[src/rtl/gsx_pkg.sv]
package gsx_pkg;

    typedef enum logic {
        SCAN_IDLE = 1'b0,
        SCAN_RUN  = 1'b1
    } scan_state_e;

    // One output beat as it sits in the output register.
    typedef struct packed {
        logic [15:0] rgb;
        logic        sof;
        logic        eol;
        logic        last;
    } pix_beat_t;

    // 4-bit grey level to 5-bit intensity: shift up, refill LSB from MSB.
    function automatic logic [4:0] grey_to_g5(input logic [3:0] lvl);
        return {lvl, lvl[3]};
    endfunction

    // 4-bit grey level to a neutral RGB565 word.
    function automatic logic [15:0] grey_to_rgb565(input logic [3:0] lvl);
        logic [4:0] g5;
        logic [5:0] g6;
        g5 = grey_to_g5(lvl);
        g6 = {g5, g5[4]};
        return {g5, g6, g5};
    endfunction

endpackage

[src/rtl/gsx_fetch.sv]
// Read address generator: walks rows, vertical repeats and bytes in order.
module gsx_fetch #(
    parameter int BYTES  = 64,
    parameter int ROWS   = 64,
    parameter int MAG    = 4,
    parameter int STRIDE = 64,
    parameter int AW     = 13
) (
    input  logic          clk,
    input  logic          rst,
    input  logic          start_i,
    input  logic          room_i,
    output logic          rd_en_o,
    output logic [AW-1:0] addr_o
);
    localparam int BW = (BYTES > 1) ? $clog2(BYTES) : 1;
    localparam int VW = (MAG   > 1) ? $clog2(MAG)   : 1;
    localparam int RW = (ROWS  > 1) ? $clog2(ROWS)  : 1;

    logic [BW-1:0] byte_q;
    logic [VW-1:0] vrep_q;
    logic [RW-1:0] row_q;
    logic          busy_q;
    logic          byte_wrap, vrep_wrap, row_wrap;

    assign byte_wrap = (byte_q == BW'(BYTES - 1));
    assign vrep_wrap = (vrep_q == VW'(MAG - 1));
    assign row_wrap  = (row_q  == RW'(ROWS - 1));

    assign rd_en_o = busy_q & room_i;
    assign addr_o  = AW'(row_q) * AW'(STRIDE) + AW'(byte_q);

    always_ff @(posedge clk) begin
        if (rst) begin
            byte_q <= '0;
            vrep_q <= '0;
            row_q  <= '0;
            busy_q <= 1'b0;
        end else if (start_i) begin
            byte_q <= '0;
            vrep_q <= '0;
            row_q  <= '0;
            busy_q <= 1'b1;
        end else if (rd_en_o) begin
            byte_q <= byte_wrap ? '0 : byte_q + BW'(1);
            if (byte_wrap) begin
                vrep_q <= vrep_wrap ? '0 : vrep_q + VW'(1);
            end
            if (byte_wrap && vrep_wrap) begin
                row_q <= row_wrap ? '0 : row_q + RW'(1);
            end
            if (byte_wrap && vrep_wrap && row_wrap) begin
                busy_q <= 1'b0;
            end
        end
    end

endmodule

[src/rtl/gsx_byte_fifo.sv]
// Small byte queue absorbing the one-cycle read latency.
module gsx_byte_fifo #(
    parameter int DEPTH = 2,
    parameter int DW    = 8,
    localparam int PW   = (DEPTH > 1) ? $clog2(DEPTH) : 1,
    localparam int CW   = $clog2(DEPTH + 1)
) (
    input  logic          clk,
    input  logic          rst,
    input  logic          push_i,
    input  logic [DW-1:0] din_i,
    input  logic          pop_i,
    output logic [DW-1:0] dout_o,
    output logic          nonempty_o,
    output logic [CW-1:0] count_o
);
    logic [DEPTH-1:0][DW-1:0] slots;
    logic [PW-1:0]            wp_q, rp_q;
    logic [CW-1:0]            cnt_q;

    for (genvar g = 0; g < DEPTH; g++) begin : g_slot
        logic [DW-1:0] slot_q;
        always_ff @(posedge clk) begin
            if (rst) begin
                slot_q <= '0;
            end else if (push_i && (wp_q == PW'(g))) begin
                slot_q <= din_i;
            end
        end
        assign slots[g] = slot_q;
    end

    assign dout_o     = slots[rp_q];
    assign nonempty_o = (cnt_q != '0);
    assign count_o    = cnt_q;

    always_ff @(posedge clk) begin
        if (rst) begin
            wp_q  <= '0;
            rp_q  <= '0;
            cnt_q <= '0;
        end else begin
            if (push_i) begin
                wp_q <= (wp_q == PW'(DEPTH - 1)) ? '0 : wp_q + PW'(1);
            end
            if (pop_i) begin
                rp_q <= (rp_q == PW'(DEPTH - 1)) ? '0 : rp_q + PW'(1);
            end
            cnt_q <= cnt_q + CW'(push_i) - CW'(pop_i);
        end
    end

endmodule

[src/rtl/gsx_pixel.sv]
// Nibble selection, horizontal repeat, colour expansion and output register.
module gsx_pixel
    import gsx_pkg::*;
#(
    parameter int BYTES = 64,
    parameter int ROWS  = 64,
    parameter int MAG   = 4
) (
    input  logic      clk,
    input  logic      rst,
    input  logic      start_i,
    input  logic [7:0] head_i,
    input  logic      head_ok_i,
    input  logic      ready_i,
    output logic      pop_o,
    output logic      valid_o,
    output pix_beat_t beat_o,
    output logic      done_o
);
    localparam int LINES = ROWS * MAG;
    localparam int BW = (BYTES > 1) ? $clog2(BYTES) : 1;
    localparam int HW = (MAG   > 1) ? $clog2(MAG)   : 1;
    localparam int LW = (LINES > 1) ? $clog2(LINES) : 1;

    logic          nib_q;
    logic [HW-1:0] hrep_q;
    logic [BW-1:0] col_q;
    logic [LW-1:0] line_q;
    logic          first_q;
    logic          ov_q;
    pix_beat_t     ob_q;

    logic          load, h_end, row_end, line_end;
    logic [3:0]    lvl;
    pix_beat_t     nb;

    assign load     = head_ok_i & (~ov_q | ready_i);
    assign h_end    = (hrep_q == HW'(MAG - 1));
    assign row_end  = (col_q  == BW'(BYTES - 1));
    assign line_end = (line_q == LW'(LINES - 1));
    assign lvl      = nib_q ? head_i[3:0] : head_i[7:4];

    always_comb begin
        nb.rgb  = grey_to_rgb565(lvl);
        nb.sof  = first_q;
        nb.eol  = h_end & nib_q & row_end;
        nb.last = h_end & nib_q & row_end & line_end;
    end

    assign pop_o   = load & h_end & nib_q;
    assign valid_o = ov_q;
    assign beat_o  = ob_q;
    assign done_o  = ov_q & ready_i & ob_q.last;

    always_ff @(posedge clk) begin
        if (rst) begin
            nib_q   <= 1'b0;
            hrep_q  <= '0;
            col_q   <= '0;
            line_q  <= '0;
            first_q <= 1'b0;
            ov_q    <= 1'b0;
            ob_q    <= '0;
        end else begin
            if (start_i) begin
                nib_q   <= 1'b0;
                hrep_q  <= '0;
                col_q   <= '0;
                line_q  <= '0;
                first_q <= 1'b1;
            end else if (load) begin
                first_q <= 1'b0;
                hrep_q  <= h_end ? '0 : hrep_q + HW'(1);
                if (h_end) begin
                    nib_q <= ~nib_q;
                end
                if (h_end && nib_q) begin
                    col_q <= row_end ? '0 : col_q + BW'(1);
                end
                if (h_end && nib_q && row_end) begin
                    line_q <= line_end ? '0 : line_q + LW'(1);
                end
            end
            if (load) begin
                ov_q <= 1'b1;
                ob_q <= nb;
            end else if (ready_i) begin
                ov_q <= 1'b0;
            end
        end
    end

endmodule

[src/rtl/grey_scanout.sv]
module grey_scanout
    import gsx_pkg::*;
#(
    parameter int BYTES      = 64,
    parameter int ROWS       = 64,
    parameter int MAG        = 4,
    parameter int STRIDE     = 64,
    parameter int RAM_ROWS   = 80,
    parameter int FIFO_DEPTH = 2,
    localparam int AW        = $clog2(RAM_ROWS * STRIDE),
    localparam int CW        = $clog2(FIFO_DEPTH + 1)
) (
    input  logic          clk,
    input  logic          rst,
    input  logic          redraw_set_i,
    output logic          redraw_flag_o,
    output logic          ram_rd_en_o,
    output logic [AW-1:0] ram_addr_o,
    input  logic [7:0]    ram_rd_data_i,
    output logic          pix_valid_o,
    input  logic          pix_ready_i,
    output logic [15:0]   pix_data_o,
    output logic          pix_sof_o,
    output logic          pix_eol_o
);
    scan_state_e state_q;
    logic        run_q;
    logic        dirty_q;
    logic        start;
    logic        inflight_q;
    logic        room;
    logic        rd_en;
    logic        pop;
    logic        head_ok;
    logic [7:0]  head;
    logic [CW-1:0] fifo_cnt;
    logic        frame_done;
    pix_beat_t   beat;

    assign run_q = (state_q == SCAN_RUN);
    assign start = (state_q == SCAN_IDLE) & dirty_q;
    assign room  = (32'(fifo_cnt) + 32'(inflight_q)) < FIFO_DEPTH;

    always_ff @(posedge clk) begin
        if (rst) begin
            state_q    <= SCAN_IDLE;
            dirty_q    <= 1'b0;
            inflight_q <= 1'b0;
        end else begin
            dirty_q    <= redraw_set_i | (dirty_q & ~frame_done);
            inflight_q <= rd_en;
            case (state_q)
                SCAN_IDLE: if (dirty_q)    state_q <= SCAN_RUN;
                SCAN_RUN:  if (frame_done) state_q <= SCAN_IDLE;
                default:                   state_q <= SCAN_IDLE;
            endcase
        end
    end

    gsx_fetch #(
        .BYTES (BYTES),
        .ROWS  (ROWS),
        .MAG   (MAG),
        .STRIDE(STRIDE),
        .AW    (AW)
    ) u_fetch (
        .clk    (clk),
        .rst    (rst),
        .start_i(start),
        .room_i (room),
        .rd_en_o(rd_en),
        .addr_o (ram_addr_o)
    );

    gsx_byte_fifo #(
        .DEPTH(FIFO_DEPTH),
        .DW   (8)
    ) u_fifo (
        .clk       (clk),
        .rst       (rst),
        .push_i    (inflight_q),
        .din_i     (ram_rd_data_i),
        .pop_i     (pop),
        .dout_o    (head),
        .nonempty_o(head_ok),
        .count_o   (fifo_cnt)
    );

    gsx_pixel #(
        .BYTES(BYTES),
        .ROWS (ROWS),
        .MAG  (MAG)
    ) u_pixel (
        .clk      (clk),
        .rst      (rst),
        .start_i  (start),
        .head_i   (head),
        .head_ok_i(head_ok),
        .ready_i  (pix_ready_i),
        .pop_o    (pop),
        .valid_o  (pix_valid_o),
        .beat_o   (beat),
        .done_o   (frame_done)
    );

    assign ram_rd_en_o   = rd_en;
    assign redraw_flag_o = dirty_q;
    assign pix_data_o    = beat.rgb;
    assign pix_sof_o     = beat.sof;
    assign pix_eol_o     = beat.eol;

endmodule

[config.mk]
export PLATFORM = sky130hd
export DESIGN_NAME = grey_scanout
export DESIGN_NICKNAME = d
export VERILOG_FILES = /design/src/rtl/gsx_pkg.sv /design/src/rtl/gsx_fetch.sv /design/src/rtl/gsx_byte_fifo.sv /design/src/rtl/gsx_pixel.sv /design/src/rtl/grey_scanout.sv
export SDC_FILE = /design/constraint.sdc
export NUM_CORES = 1
export LEC_CHECK = 0
export CAP_MARGIN = 25
export CORE_ASPECT_RATIO = 1.2
export CORE_MARGIN = 2
export CORE_UTILIZATION = 48
export DETAILED_ROUTE_END_ITERATION = 12
export PLACE_DENSITY = 0.71
export RECOVER_POWER = 25
export SYNTH_ARGS = -nofsm -noshare
export SYNTH_HDL_FRONTEND = slang
export SYNTH_SLANG_ARGS = --single-unit
[constraint.sdc]
create_clock -name clk -period 2.1 [get_ports clk]
set_clock_uncertainty 0.2 [all_clocks]
set_input_delay 0.42 -clock clk [delete_from_list [all_inputs] [get_ports clk]]
set_output_delay 0.42 -clock clk [all_outputs]
set_load 0.005 [all_outputs]
==> run_results.csv, run 1 <==
group,metric,value,unit
outcome,status,"finished, final reports clean",
cts,h-tree-depth,3,
worst_setup_path,arrival,2.16,ns
final_layout,fin_nets,410,
worst_setup_path,ff2ff_setup_slack,0.02,ns
sta,final.min_clock_period,2.083,ns
logic_synthesis,yosysTopAreaCellShare,44.10,%
worst_setup_path,crit_path_end,"u_pixel.line_q[4]$_SDFFE_PP0P_",
worst_setup_path,crit_chain,"nor2_1 > buf_4 > or4_4 > buf_6 > or3_1 > a21oi_1",
sta,hold_viol_final,0,
worst_setup_path,reg2reg_from,"u_fifo.count_o[1]$_SDFF_PP0_",
flow_run,cap_violations,0,
logic_synthesis,ys_top_cells_by_count,"64 x dfxtp_1, 59 x nand2_1, 44 x a21oi_1",
logic_synthesis,synth_xor_area_share,4.220,%
logic_synthesis,yosys.area.top_type,"dfxtp_1",
placed_design,port-buffer-count,44,
final_layout,n_fill_cell,523,
sta,relSlewSlack,55.82,%
cts,cts_buffers,9,
placed_design,pre_cts_slack,-0.4421,ns
worst_setup_path,startpoint,"u_fifo.count_o[1]$_SDFF_PP0_",
logic_synthesis,ys_warn_count,0,
routing,vias_per_cell,5.210,
sta,setup_viol,0,
worst_setup_path,critPathCaptureType,"flip-flop",
sta,rsz0062_at_grt,"yes",
logic_synthesis,syn_inst,342,
worst_setup_path,crit_family,"simple AND/OR/NAND/NOR gates",
logic_synthesis,avgSynthCellArea,8.495,sq um
grt,grt_antenna_before_repair,0,
placed_design,placed_area,0.003453,sq mm
final_layout,n_antenna_cell,0,
logic_synthesis,ys_top_cells_by_area,"dfxtp_1 44%, nand2_1 7.6%, a21oi_1 7.6%",
floorplanning,die_w,75.02,um
worst_setup_path,r2r_cells,6,
grt,grt_pass1_vias,2258,
worst_hold_path,min_path_type,"flip-flop to flip-flop",
worst_setup_path,crit_cells,6,
final_layout,fin_util,62.62,%
sta,slew_violations,0,
floorplanning,dieArea,0.006694,sq mm
logic_synthesis,synthAdderAreaFrac,3.445,%
routing,drc_errors,0,
logic_synthesis,ys_seq_elements,64,
cts,tritoncts,"built",
sta,fmax,480.1,MHz
power,finalPower,2.402,mW
final_layout,stdcell_area,0.003716,sq mm
logic_synthesis,synth.most_common_cell,"dfxtp_1",
placed_design,routabilityCongestion,0.8174,
logic_synthesis,synth_area,0.002905,sq mm
floorplanning,ioPinCount,46,
floorplanning,start_util,48.96,%
routing,drt_wl_total,6385,um
logic_synthesis,synthesis.nets,362,
routing,vias,2485,
logic_synthesis,synth_top_family_by_area,"simple AND/OR/NAND/NOR gates",
worst_setup_path,crit_buf_inv,2,
worst_setup_path,cp_slowest_stage_delay,0.50,ns
cts,cts_buffer_depth,2,
logic_synthesis,yosys.area_share.simple,24.07,%
worst_setup_path,path_class,"flip-flop to flip-flop",
worst_setup_path,critPathSlowestCell,"or4_4",
cts,cts.sinks,64,
final_layout,drive_above_1_share,18.48,%
cts,root_buffer,"clkbuf_8",
placed_design,hpwlAfterDp,4412,um
power,cellPowerDensity,646.3,mW/mm^2
worst_setup_path,critical_path.max_fanout,7,
grt,grt_max_degree,32,
floorplanning,core_area,0.005934,sq mm
routing,wl_per_cell,13.39,um
power,p_leak,1.283,nW
logic_synthesis,synth-compound-area-share,11.54,%
sta,worst_slack,0.01690,ns
logic_synthesis,synth_edf_count,0,
cts,ctsHoldBuffers,0,
final_layout,instances_no_fill,477,
logic_synthesis,synth_mux_area_share,4.479,%
logic_synthesis,synth-main-ff-cell,"dfxtp_1",
sta,final.period_utilization,99.20,%
worst_setup_path,cp.required,2.17,ns
cts,path_clk_slew,0.08,ns
routing,drtAntennaViolNets,0,
logic_synthesis,ys_async_sr_fraction,0,%
cts,clock_latency,0.34,ns
final_layout,synthToLayoutAreaGrowth,27.91,%
grt,overflow,0,
floorplanning,fp.dieH,89.23,um
routing,drtIter0Drc,105,
routing,firstDrtPassIters,6,
grt,grt_use_total,20.08,%
worst_setup_path,rr_endpoint,"u_pixel.line_q[4]$_SDFFE_PP0P_",
sta,tightest_slew,0.6627,ns
grt,grt_pass1_wl,10350,um
logic_synthesis,ys_seq_area_share,44.10,%
worst_setup_path,crit_path_start_kind,"flip-flop",
floorplanning,rows,31,
power,ir_drop,0.6269,mV
placed_design,dp.cells,459,
logic_synthesis,ys_types,36,
==> kinds of logic after synthesis <==
kind of cell | Yosys count
XOR/XNOR | 14
AO/OA/AOI/OAI | 62
buffers and inverters | 40
adder cells (fa/ha/maj) | 8
multiplexers | 8
AND/OR/NAND/NOR | 145
other | 1
flip-flops | 64
==> metal layers <==
metal  up-vias  track usage [%]  part of all wire, %
met2        45            32.78                   50
li1       1259                -                    -
met3        10            3.495                  2.7
met1      1171            25.92                   45
met4         0            8.766                  1.6
met5         -                0                    0
==> flip-flops by register name, summed over array words and instances (netlist names), 2 cells and up <==
register              flops
u_fifo.g_slot.slot_q     16
u_fetch.byte_q            6
u_pixel.col_q             6
u_fifo.count_o            2
u_pixel.hrep_q            2
u_pixel.beat_o            7
u_fetch.row_q             6
u_fetch.vrep_q            2
u_pixel.line_q            8
==> what timing repair did <==
| item | CTS | global route |
|---|---|---|
| cloned | 0 | 1 |
| resized for setup | 5 | 18 |
| buffers inserted | 1 | 0 |
| pin swaps | 3 | 15 |
| endpoints found under the hold margin | 0 | 0 |
| endpoints found under the setup margin | 7 | 13 |
==> cell type report <==
type                    count  area (sq um)  area share (%)
repair buffers             71         640.6           17.24
inverters                   6         27.53          0.7407
multi-input cells         238          1476           39.73
well taps                  82         102.6           2.761
clock inverters             7         53.80           1.448
clock buffers               9         123.9           3.333
flip-flops and latches     64          1291           34.75
==> cells in the final DEF, fill, tap and decap left out, types with 4 or more instances in the layout <==
cell type / n
nand2b_1: 4
nor2_1: 25
o31ai_1: 4
mux4_2: 4
dfxtp_1: 58
inv_1: 4
o21ai_0: 9
nand3_1: 16
nor2b_1: 5
nand4_1: 5
clkbuf_8: 9
a21oi_1: 41
dfxtp_2: 5
nand2_1: 57
or4_1: 4
and3_1: 4
or3_1: 8
clkdlybuf4s50_1: 41
ha_1: 4
xnor2_1: 12
buf_4: 22
mux2i_1: 4
==> power breakdown <==
| group | internal [mW] | leakage, nW | switching (mW) |
|---|---|---|---|
| clock network | 0.437 | 0.0827 | 0.519 |
| logic | 0.0890 | 0.679 | 0.101 |
| registers | 1.24 | 0.521 | 0.0182 |
| total | 1.76 | 1.28 | 0.638 |
==> metrics by stage <==
stage               hold WS [ns]  setup TNS, ns
finish                    0.2584              0
global route              0.2752        -0.2842
CTS                       0.2581              0
detailed placement        0.2473         -4.066
global placement          0.2393         -3.593
floorplan                 0.2322              0
==> how the worst min path moves through the flow <==
stage / from / to / slack (ns) / cells after the start
after global routing: u_fifo.g_slot[1].slot_q[0]$_SDFFE_PP0P_ / u_fifo.g_slot[1].slot_q[0]$_SDFFE_PP0P_ / 0.28 / 2
final: u_fifo.g_slot[0].slot_q[6]$_SDFFE_PP0P_ / u_fifo.g_slot[0].slot_q[6]$_SDFFE_PP0P_ / 0.26 / 2
after floorplan: u_pixel.first_q$_SDFFE_PP0P_ / u_pixel.beat_o[2]$_SDFFE_PP0P_ / 0.23 / 2
after CTS: u_fifo.g_slot[0].slot_q[6]$_SDFFE_PP0P_ / u_fifo.g_slot[0].slot_q[6]$_SDFFE_PP0P_ / 0.26 / 2
after global placement: u_fifo.g_slot[1].slot_q[5]$_SDFFE_PP0P_ / u_fifo.g_slot[1].slot_q[5]$_SDFFE_PP0P_ / 0.24 / 2
after detailed placement: u_fifo.g_slot[0].slot_q[6]$_SDFFE_PP0P_ / u_fifo.g_slot[0].slot_q[6]$_SDFFE_PP0P_ / 0.25 / 2
==> worst min-delay path, cell delays in order (launching register included) <==
cell and delay [ns]:
dfxtp_1 0.31, nand2_1 0.05, a21oi_1 0.05
Power figures use the tool's default switching activity.
==> run 2: changes to the inputs <==
Settings changed: TNS_END_PERCENT set to 100.
==> results of run 2 <==
No change in the layout: final DEF, timing and power equal those of run 1.
